### config.mk
export PLATFORM = sky130hd
export DESIGN_NAME = power_gate_ctrl
export DESIGN_NICKNAME = d
export VERILOG_FILES = /design/src/rtl/ppg_pkg.sv /design/src/rtl/ppg_regif.sv /design/src/rtl/ppg_seq.sv /design/src/rtl/ppg_clamp.sv /design/src/rtl/power_gate_ctrl.sv
export SDC_FILE = /design/constraint.sdc
export NUM_CORES = 1
export LEC_CHECK = 0
export ABC_AREA = 0
export BUFFER_PORTS_ARGS = -buffer_cell sky130_fd_sc_hd__buf_2
export CAP_MARGIN = 20
export CORE_MARGIN = 2
export CORE_UTILIZATION = 43
export DETAILED_ROUTE_END_ITERATION = 16
export PLACE_DENSITY = 0.83
export SYNTH_ARGS = -nofsm -noshare
export SYNTH_HDL_FRONTEND = slang
export SYNTH_SLANG_ARGS = --single-unit
### constraint.sdc
create_clock -name clk -period 1.65 [get_ports clk]
set_input_delay 0.165 -clock clk [delete_from_list [all_inputs] [get_ports clk]]
set_output_delay 0.165 -clock clk [all_outputs]
set_load 0.1 [all_outputs]
### src/rtl/ppg_pkg.sv
package ppg_pkg;
    localparam int unsigned ADDR_W    = 8;
    localparam int unsigned DATA_W    = 32;
    localparam int unsigned ID_W      = 8;
    localparam int unsigned START_BIT = 8;

    localparam logic [ADDR_W-1:0] OFF_TOGGLE = 8'h30;
    localparam logic [ADDR_W-1:0] OFF_CLAMP  = 8'h34;
    localparam logic [ADDR_W-1:0] OFF_STATUS = 8'h38;

    typedef enum logic [1:0] {
        SEQ_IDLE   = 2'd0,
        SEQ_SETTLE = 2'd1,
        SEQ_APPLY  = 2'd2
    } seq_state_t;
endpackage

### src/rtl/ppg_regif.sv
module ppg_regif
    import ppg_pkg::*;
#(
    parameter int unsigned NUM_PART = 25
) (
    input  logic                wr_en,
    input  logic [ADDR_W-1:0]   addr,
    input  logic [DATA_W-1:0]   wdata,
    input  logic [NUM_PART-1:0] pwr_en,
    output logic                tog_req,
    output logic [ID_W-1:0]     tog_id,
    output logic                rel_req,
    output logic [NUM_PART-1:0] rel_mask,
    output logic [DATA_W-1:0]   rdata
);
    logic unused_wdata;
    assign unused_wdata = ^wdata;

    assign tog_id   = wdata[ID_W-1:0];
    assign tog_req  = wr_en && (addr == OFF_TOGGLE) && wdata[START_BIT]
                      && (32'(tog_id) < NUM_PART);
    assign rel_req  = wr_en && (addr == OFF_CLAMP);
    assign rel_mask = wdata[NUM_PART-1:0];

    always_comb begin
        rdata = '0;
        if (addr == OFF_STATUS) rdata[NUM_PART-1:0] = pwr_en;
    end
endmodule

### src/rtl/ppg_seq.sv
module ppg_seq
    import ppg_pkg::*;
#(
    parameter int unsigned NUM_PART   = 25,
    parameter int unsigned SETTLE_CYC = 8
) (
    input  logic                clk,
    input  logic                rst_n,
    input  logic                tog_req,
    input  logic [ID_W-1:0]     tog_id,
    output logic [NUM_PART-1:0] pwr_en,
    output logic                busy,
    output logic [NUM_PART-1:0] off_evt
);
    localparam int unsigned CNT_W = $clog2(SETTLE_CYC + 1);
    localparam logic [CNT_W-1:0] CNT_LOAD = CNT_W'(SETTLE_CYC - 1);

    seq_state_t state_q, state_d;
    logic [CNT_W-1:0]    cnt_q;
    logic [ID_W-1:0]     tgt_q;
    logic [NUM_PART-1:0] flip_mask;
    logic                apply;

    always_ff @(posedge clk or negedge rst_n) begin
        if (!rst_n) state_q <= SEQ_IDLE;
        else        state_q <= state_d;
    end

    always_comb begin
        state_d = state_q;
        busy    = 1'b1;
        apply   = 1'b0;
        unique case (state_q)
            SEQ_IDLE: begin
                busy = 1'b0;
                if (tog_req) state_d = SEQ_SETTLE;
            end
            SEQ_SETTLE: begin
                if (cnt_q == '0) state_d = SEQ_APPLY;
            end
            SEQ_APPLY: begin
                apply   = 1'b1;
                state_d = SEQ_IDLE;
            end
            default: state_d = SEQ_IDLE;
        endcase
    end

    always_ff @(posedge clk or negedge rst_n) begin
        if (!rst_n) begin
            cnt_q <= '0;
            tgt_q <= '0;
        end else if (state_q == SEQ_IDLE && tog_req) begin
            cnt_q <= CNT_LOAD;
            tgt_q <= tog_id;
        end else if (state_q == SEQ_SETTLE && cnt_q != '0) begin
            cnt_q <= cnt_q - 1'b1;
        end
    end

    always_comb begin
        flip_mask = '0;
        for (int i = 0; i < NUM_PART; i++)
            flip_mask[i] = apply && (32'(tgt_q) == i);
    end

    always_ff @(posedge clk or negedge rst_n) begin
        if (!rst_n) pwr_en <= '0;
        else        pwr_en <= pwr_en ^ flip_mask;
    end

    assign off_evt = flip_mask & pwr_en;
endmodule

### src/rtl/ppg_clamp.sv
module ppg_clamp #(
    parameter int unsigned NUM_PART = 25,
    parameter int unsigned SWAP_A   = 3,
    parameter int unsigned SWAP_B   = 4
) (
    input  logic                clk,
    input  logic                rst_n,
    input  logic                rel_req,
    input  logic [NUM_PART-1:0] rel_mask,
    input  logic [NUM_PART-1:0] off_evt,
    output logic [NUM_PART-1:0] clamp
);
    for (genvar i = 0; i < NUM_PART; i++) begin : g_bit
        localparam int unsigned SRC = (i == SWAP_A) ? SWAP_B :
                                      (i == SWAP_B) ? SWAP_A : i;
        always_ff @(posedge clk or negedge rst_n) begin
            if (!rst_n)                        clamp[i] <= 1'b1;
            else if (off_evt[i])               clamp[i] <= 1'b1;
            else if (rel_req && rel_mask[SRC]) clamp[i] <= 1'b0;
        end
    end
endmodule

### src/rtl/power_gate_ctrl.sv
module power_gate_ctrl
    import ppg_pkg::*;
#(
    parameter int unsigned NUM_PART   = 25,
    parameter int unsigned SETTLE_CYC = 8,
    parameter int unsigned SWAP_A     = 3,
    parameter int unsigned SWAP_B     = 4
) (
    input  logic                clk,
    input  logic                rst_n,
    input  logic                wr_en,
    input  logic [7:0]          addr,
    input  logic [31:0]         wdata,
    output logic [31:0]         rdata,
    output logic                busy,
    output logic [NUM_PART-1:0] pwr_en,
    output logic [NUM_PART-1:0] clamp
);
    logic                tog_req, rel_req;
    logic [ID_W-1:0]     tog_id;
    logic [NUM_PART-1:0] rel_mask, off_evt;

    ppg_regif #(.NUM_PART(NUM_PART)) i_regif (
        .wr_en(wr_en), .addr(addr), .wdata(wdata), .pwr_en(pwr_en),
        .tog_req(tog_req), .tog_id(tog_id), .rel_req(rel_req),
        .rel_mask(rel_mask), .rdata(rdata)
    );

    ppg_seq #(.NUM_PART(NUM_PART), .SETTLE_CYC(SETTLE_CYC)) i_seq (
        .clk(clk), .rst_n(rst_n), .tog_req(tog_req), .tog_id(tog_id),
        .pwr_en(pwr_en), .busy(busy), .off_evt(off_evt)
    );

    ppg_clamp #(.NUM_PART(NUM_PART), .SWAP_A(SWAP_A), .SWAP_B(SWAP_B)) i_clamp (
        .clk(clk), .rst_n(rst_n), .rel_req(rel_req), .rel_mask(rel_mask),
        .off_evt(off_evt), .clamp(clamp)
    );
endmodule

# ---- Word level (Yosys, flattened, before mapping)
# Cells that the tools add are included.
dict set report word_totals {
  register_bits 64
  output_inout_bits 83
  elab_cells 209
}
dict set report op_classes {
  add_sub_neg 1
  order_cmp 1
  eq_ne 31
  muxes 58
  bitwise 2
  n_reduce_logical 87
}
# operator count
set op_table {}
lappend op_table {{equality test 8 x 5 -> 1 bit (second input constant)} 9}
lappend op_table {{equality test 8 x 4 -> 1 bit (second input constant)} 8}
lappend op_table {{logical AND 1 bit} 56}
lappend op_table {{2-to-1 mux 1 bit} 52}
lappend op_table {{nonzero test 2 bit} 26}
lappend op_table {{equality test 8 x 3 -> 1 bit (second input constant)} 4}
lappend op_table {{AND 25 bit} 1}
lappend op_table {{2-to-1 mux 25 bit} 1}
lappend op_table {{XOR 25 bit} 1}
lappend op_table {{equality test 8 x 6 -> 1 bit (second input constant)} 3}
lappend op_table {{equality test 8 x 2 -> 1 bit (second input constant)} 2}
lappend op_table {{equality test 8 x 1 -> 1 bit (second input constant)} 1}
lappend op_table {{zero test 8 bit} 1}
lappend op_table {{less-than comparator 8 x 5 -> 1 bit (second input constant)} 1}
lappend op_table {{2-to-1 mux 4 bit} 2}
lappend op_table {{zero test 4 bit} 1}
lappend op_table {{2-to-1 mux 2 bit} 2}
lappend op_table {{inequality test 2 x 1 -> 1 bit (second input constant)} 2}
lappend op_table {{one-hot mux 2 bit (2 select lines)} 1}
lappend op_table {{nonzero test 4 bit} 1}
lappend op_table {{subtractor 4 x 1 -> 4 bit (second input constant)} 1}
lappend op_table {{equality test 2 x 1 -> 1 bit (second input constant)} 1}
lappend op_table {{equality test 2 bit (second input constant)} 1}
lappend op_table {{zero test 2 bit} 1}
lappend op_table {{AND reduction 2 bit} 1}

# ---- Longest topological paths before layout
dict set report logic_depth {
  depth_word 6
  ltp_mapped 6
}

# ---- Modules after synthesis
# Synthesis repeated with hierarchy kept, for this count alone.
dict set report unflattened {
  hier_cells 305
  area_unflattened_um2 3375.7
}
# module instances cells_each area_per_inst_um2 seq_area_each_um2
set modules_own_cells {}
lappend modules_own_cells {ppg_seq 1 149 1833.0 975.9}
lappend modules_own_cells {ppg_clamp 1 78 979.7 656.9}
lappend modules_own_cells {ppg_regif 1 78 563.0 0.0}

# ---- Worst setup path after synthesis
# OpenSTA, ideal clock, no wires.
dict set report synth_timing {
  path_type {register to output}
  from {register i_seq.pwr_en[0]}
  to {output port rdata[0]}
  arrival_ns 1.836
  setup_slack_ns -0.351
  stages_incl_launch_ff 2
  n_path_buf 0
  path_cell_list {dfrtp_1 and3_1}
}
dict set report synth_via {
  elab_chain_len 1
}
# item line
set synth_lines {}
lappend synth_lines {{from (decl)} ppg_seq.sv:11} ;# output logic [NUM_PART-1:0] pwr_en,
lappend synth_lines {{from (signal assigned)} ppg_seq.sv:69} ;# else pwr_en <= pwr_en ^ flip_mask;
lappend synth_lines {{2-to-1 mux 25 bit} ppg_regif.sv:27} ;# if (addr == OFF_STATUS) rdata[NUM_PART-1:0] = pwr_en;
lappend synth_lines {{to (decl)} power_gate_ctrl.sv:14} ;# output logic [31:0] rdata,
# Every way passes these cells.

# ---- Worst setup path after layout
dict set report layout_timing {
  from {register i_seq.tgt_q[5]}
  to {register i_seq.pwr_en[13]}
}
dict set report layout_via {
  elab_chain_len 3
}
# item line
set layout_lines {}
lappend layout_lines {{from (decl)} ppg_seq.sv:20} ;# logic [ID_W-1:0] tgt_q;
lappend layout_lines {{from (signal assigned)} ppg_seq.sv:55} ;# tgt_q <= tog_id;
lappend layout_lines {{equality test 8 x 4 -> 1 bit} ppg_seq.sv:64} ;# flip_mask[i] = apply && (32'(tgt_q) == i);
lappend layout_lines {{logical AND 1 bit} ppg_seq.sv:64}
lappend layout_lines {{XOR 25 bit} ppg_seq.sv:69}
# Every way passes these cells.
# A chain may end at the register's enable or synchronous reset.

==> reports/metrics.yaml <==
sta:
  fmax_ghz: 0.513
  finalHoldViolations: 0
  tns_ns: -12.01
  holdWs_ns: 0.0968
  post-route-period-util_pct: 118
  setup_viol: 63
  period_needed_ns: 1.95
  slew_viol_final: 0
  setup_ws_ns: -0.298
  rsz0062_at_grt: "true"
  finClkSkew_ns: 0.00821
power_and_ir_drop:
  power_frac_clock_pct: 42.7
  switching_share_pct: 23.9
  power.total_w: 0.00320
  powerDensity_nw_per_um2: 674
  pwr-share-comb_pct: 7.7
  intPower_w: 0.00244
  peakVddDrop_v: 0.000430
  pwr-share-seq_pct: 49.6
  p_sw_w: 0.000764
  leakage_nw: 2.52
synth:
  synth-edff-count: 0
  synth-seq-area-share_pct: 54.1
  ys_async_sr_fraction_pct: 100
  yosysTopAreaCell: "dfrtp_1"
  synth_warnings: 0
  avgSynthCellArea_um2: 11.6
  synth-main-ff-cell: "dfrtp_1"
  syn-instance-count: 261
  syn-cell-area_um2: 3020
  synth_top_area_share_pct: 32.3
  synth_cell_types: 36
  ys_seq_elements: 64
  synthTopCellsByArea: "dfrtp_1 (32%), dfstp_2 (22%), ha_1 (11%)"
drt:
  via_per_inst: 5.14
  post_drt_wl_per_cell_um: 16.8
  drt-pass1-iter-count: 4
  drc: 0
  wirelength_um: 8350
  vias: 2549
  initialDrtViolationCount: 193
  drtAntennaViolNets: 0
placed_design:
  dp_hpwl_um: 5790
  place_ws_ns: -0.350
  io_buffers: 111
  place_congestion: 0.797
  place_area_um2: 4180
global_route:
  grt_use_total_pct: 22.2
  grt_overflow_total: 0
  grt_pass1_vias: 2616
  grt_max_degree: 65
  antenna_found_initial: 0
  grt_pass1_wl_um: 12900
clock_tree:
  cts_tree: "done"
  cts_buffers: 9
  cts.clk_slew.worst_paths_ns: 0.07
  clk_path_buf_depth: 2
  cts_max_level: 3
  worstSkewPairLatency_ns: 0.34
  cts_root_buffer: "clkbuf_8"
  clock_sinks: 64
status:
  violations: "setup timing"
  status: "finished, violations left"
critical_path:
  worstSetupStartpointType: "flop"
  crit_slowest_cell: "or4b_4"
  cp.arrival_ns: 2.18
  timing.critical_path.to_type: "flop"
  critical_path.max_stage_delay_ns: 0.57
  critPathTopFamily: "simple AND/OR/NAND/NOR gates"
  crit_type: "reg -> reg"
  path_max_fanout: 4
  crit_buf_inv: 2
  worstPathCellList: "or4b_4 -> nor3_4 -> buf_4 -> buf_6 -> nand2b_4 -> nor2_4 -> ha_4"
  crit_required_ns: 1.88
floorplanning:
  start_util_pct: 44.4
  die_y_um: 87.8
  rows: 30
  fp.dieArea_um2: 7700
  ios: 126
  coreArea_um2: 6790
  fp.dieW_um: 87.8
finish:
  drive_gt1_share_pct: 65.8
  syn2layout_area_growth_pct: 57.3
  final_cell_mix: "buf_2 (85), nand2_1 (30), buf_12 (27)"
  finalInstanceArea_um2: 4750
  antenna_cells: 0
  nets: 464
  mostFrequentLayoutCell: "buf_2"
run:
  drv_cap: 0
worst_hold_path:
  hold_class: "in -> reg"
[final timing paths]
| path | to | slack [ns] | cells past startpoint | start |
|---|---|---|---|---|
| setup / recovery | i_seq.pwr_en[13] | -0.30 | 7 | i_seq.tgt_q[5] |
| hold / removal | i_clamp.clamp[22] | 0.1 | 3 | wdata[22] |
| setup reg to reg | i_seq.pwr_en[13] | -0.30 | 7 | i_seq.tgt_q[5] |
| hold reg to reg | i_seq.state_q[1] | 0.49 | 1 | i_seq.cnt_q[3] |
| max in group asynchronous | i_clamp.clamp[16] | 0.97 | 3 | rst_n |
| min in group asynchronous | i_seq.pwr_en[11] | 0.36 | 3 | rst_n |
[flip-flops by register name, indices dropped and copies added (netlist names)]
register,cells
i_seq.pwr_en,25
i_seq.cnt_q,4
i_seq.state_q,2
i_clamp.clamp,25
i_seq.tgt_q,8
[cell usage after synthesis (all sizes together), types with 3 or more instances]
master and number:
mux2 5, nand2 31, ha 26, clkbuf 4, dfstp 25, buf 11
nand2b 7, nor2b 5, a21o 25, or2 4, dfrtp 39, nor3 3
nor2 28, and3 25
[worst register-to-register path: cells and delay by family, from the launching register on]
family	cells	cell delay, ns
buffers and inverters	2	0.24
flip-flops	1	0.38
AND/OR/NAND/NOR	4	1.00
adder cells (fa/ha/maj)	1	0.21
[power by group through the flow]
stage	combinational [W]	sequential, W	clock [W]
2_1_floorplan	0.000128	0.00162	0
3_3_place_gp	0.000228	0.00161	0
3_5_place_dp	0.000237	0.00161	0
4_1_cts	0.000243	0.00159	0.00138
5_1_grt	0.000265	0.00159	0.00146
6_report	0.000245	0.00159	0.00137
[timing repair]
item,4_1_cts,5_1_grt
hold buffers,1,0
pin swaps,8,6
endpoints found under the setup margin,59,69
setup buffers,3,5
hold endpoints to repair,39,0
resized for setup,31,28
[metal layers]
layer  up-vias  GRT usage (%)  part of all wire [%]
met5         -              0                     0
met4         0           9.79                   2.4
met3        19           4.81                   7.0
met2       115           36.8                    50
met1      1261           28.0                    41
li1       1154              -                     -
[cell type report]
class / count / area (um^2)
repair buffers: 132 / 1170
clock buffers: 13 / 159
inverters: 2 / 7.51
clock inverters: 3 / 40.0
fillers: 471 / 2050
well taps: 96 / 120
flip-flops and latches: 64 / 1660
multi-input cells: 186 / 1590
[per-stage QoR]
stage / utilization (%) / std cells
after CTS: 67.1 / 491
final: 69.9 / 496
after detailed placement: 61.6 / 471
after global placement: 61.6 / 471
after global routing: 69.9 / 496
after floorplan: - / 267
[cells by family (layout without fill, tap and decap cells)]
family / after synthesis / count (layout) / synth area share (%)
compound gates: 29 / 29 / 7.17
xor+xnor: 2 / 2 / 0.581
fa+ha+maj: 26 / 26 / 10.8
buf+inv: 17 / 150 / 3.57
flops: 64 / 64 / 54.1
mux: 5 / 5 / 2.11
other cells: 1 / 7 / 0.124
simple gates: 117 / 117 / 21.6
No activity file was read; power rests on OpenSTA's default activity.
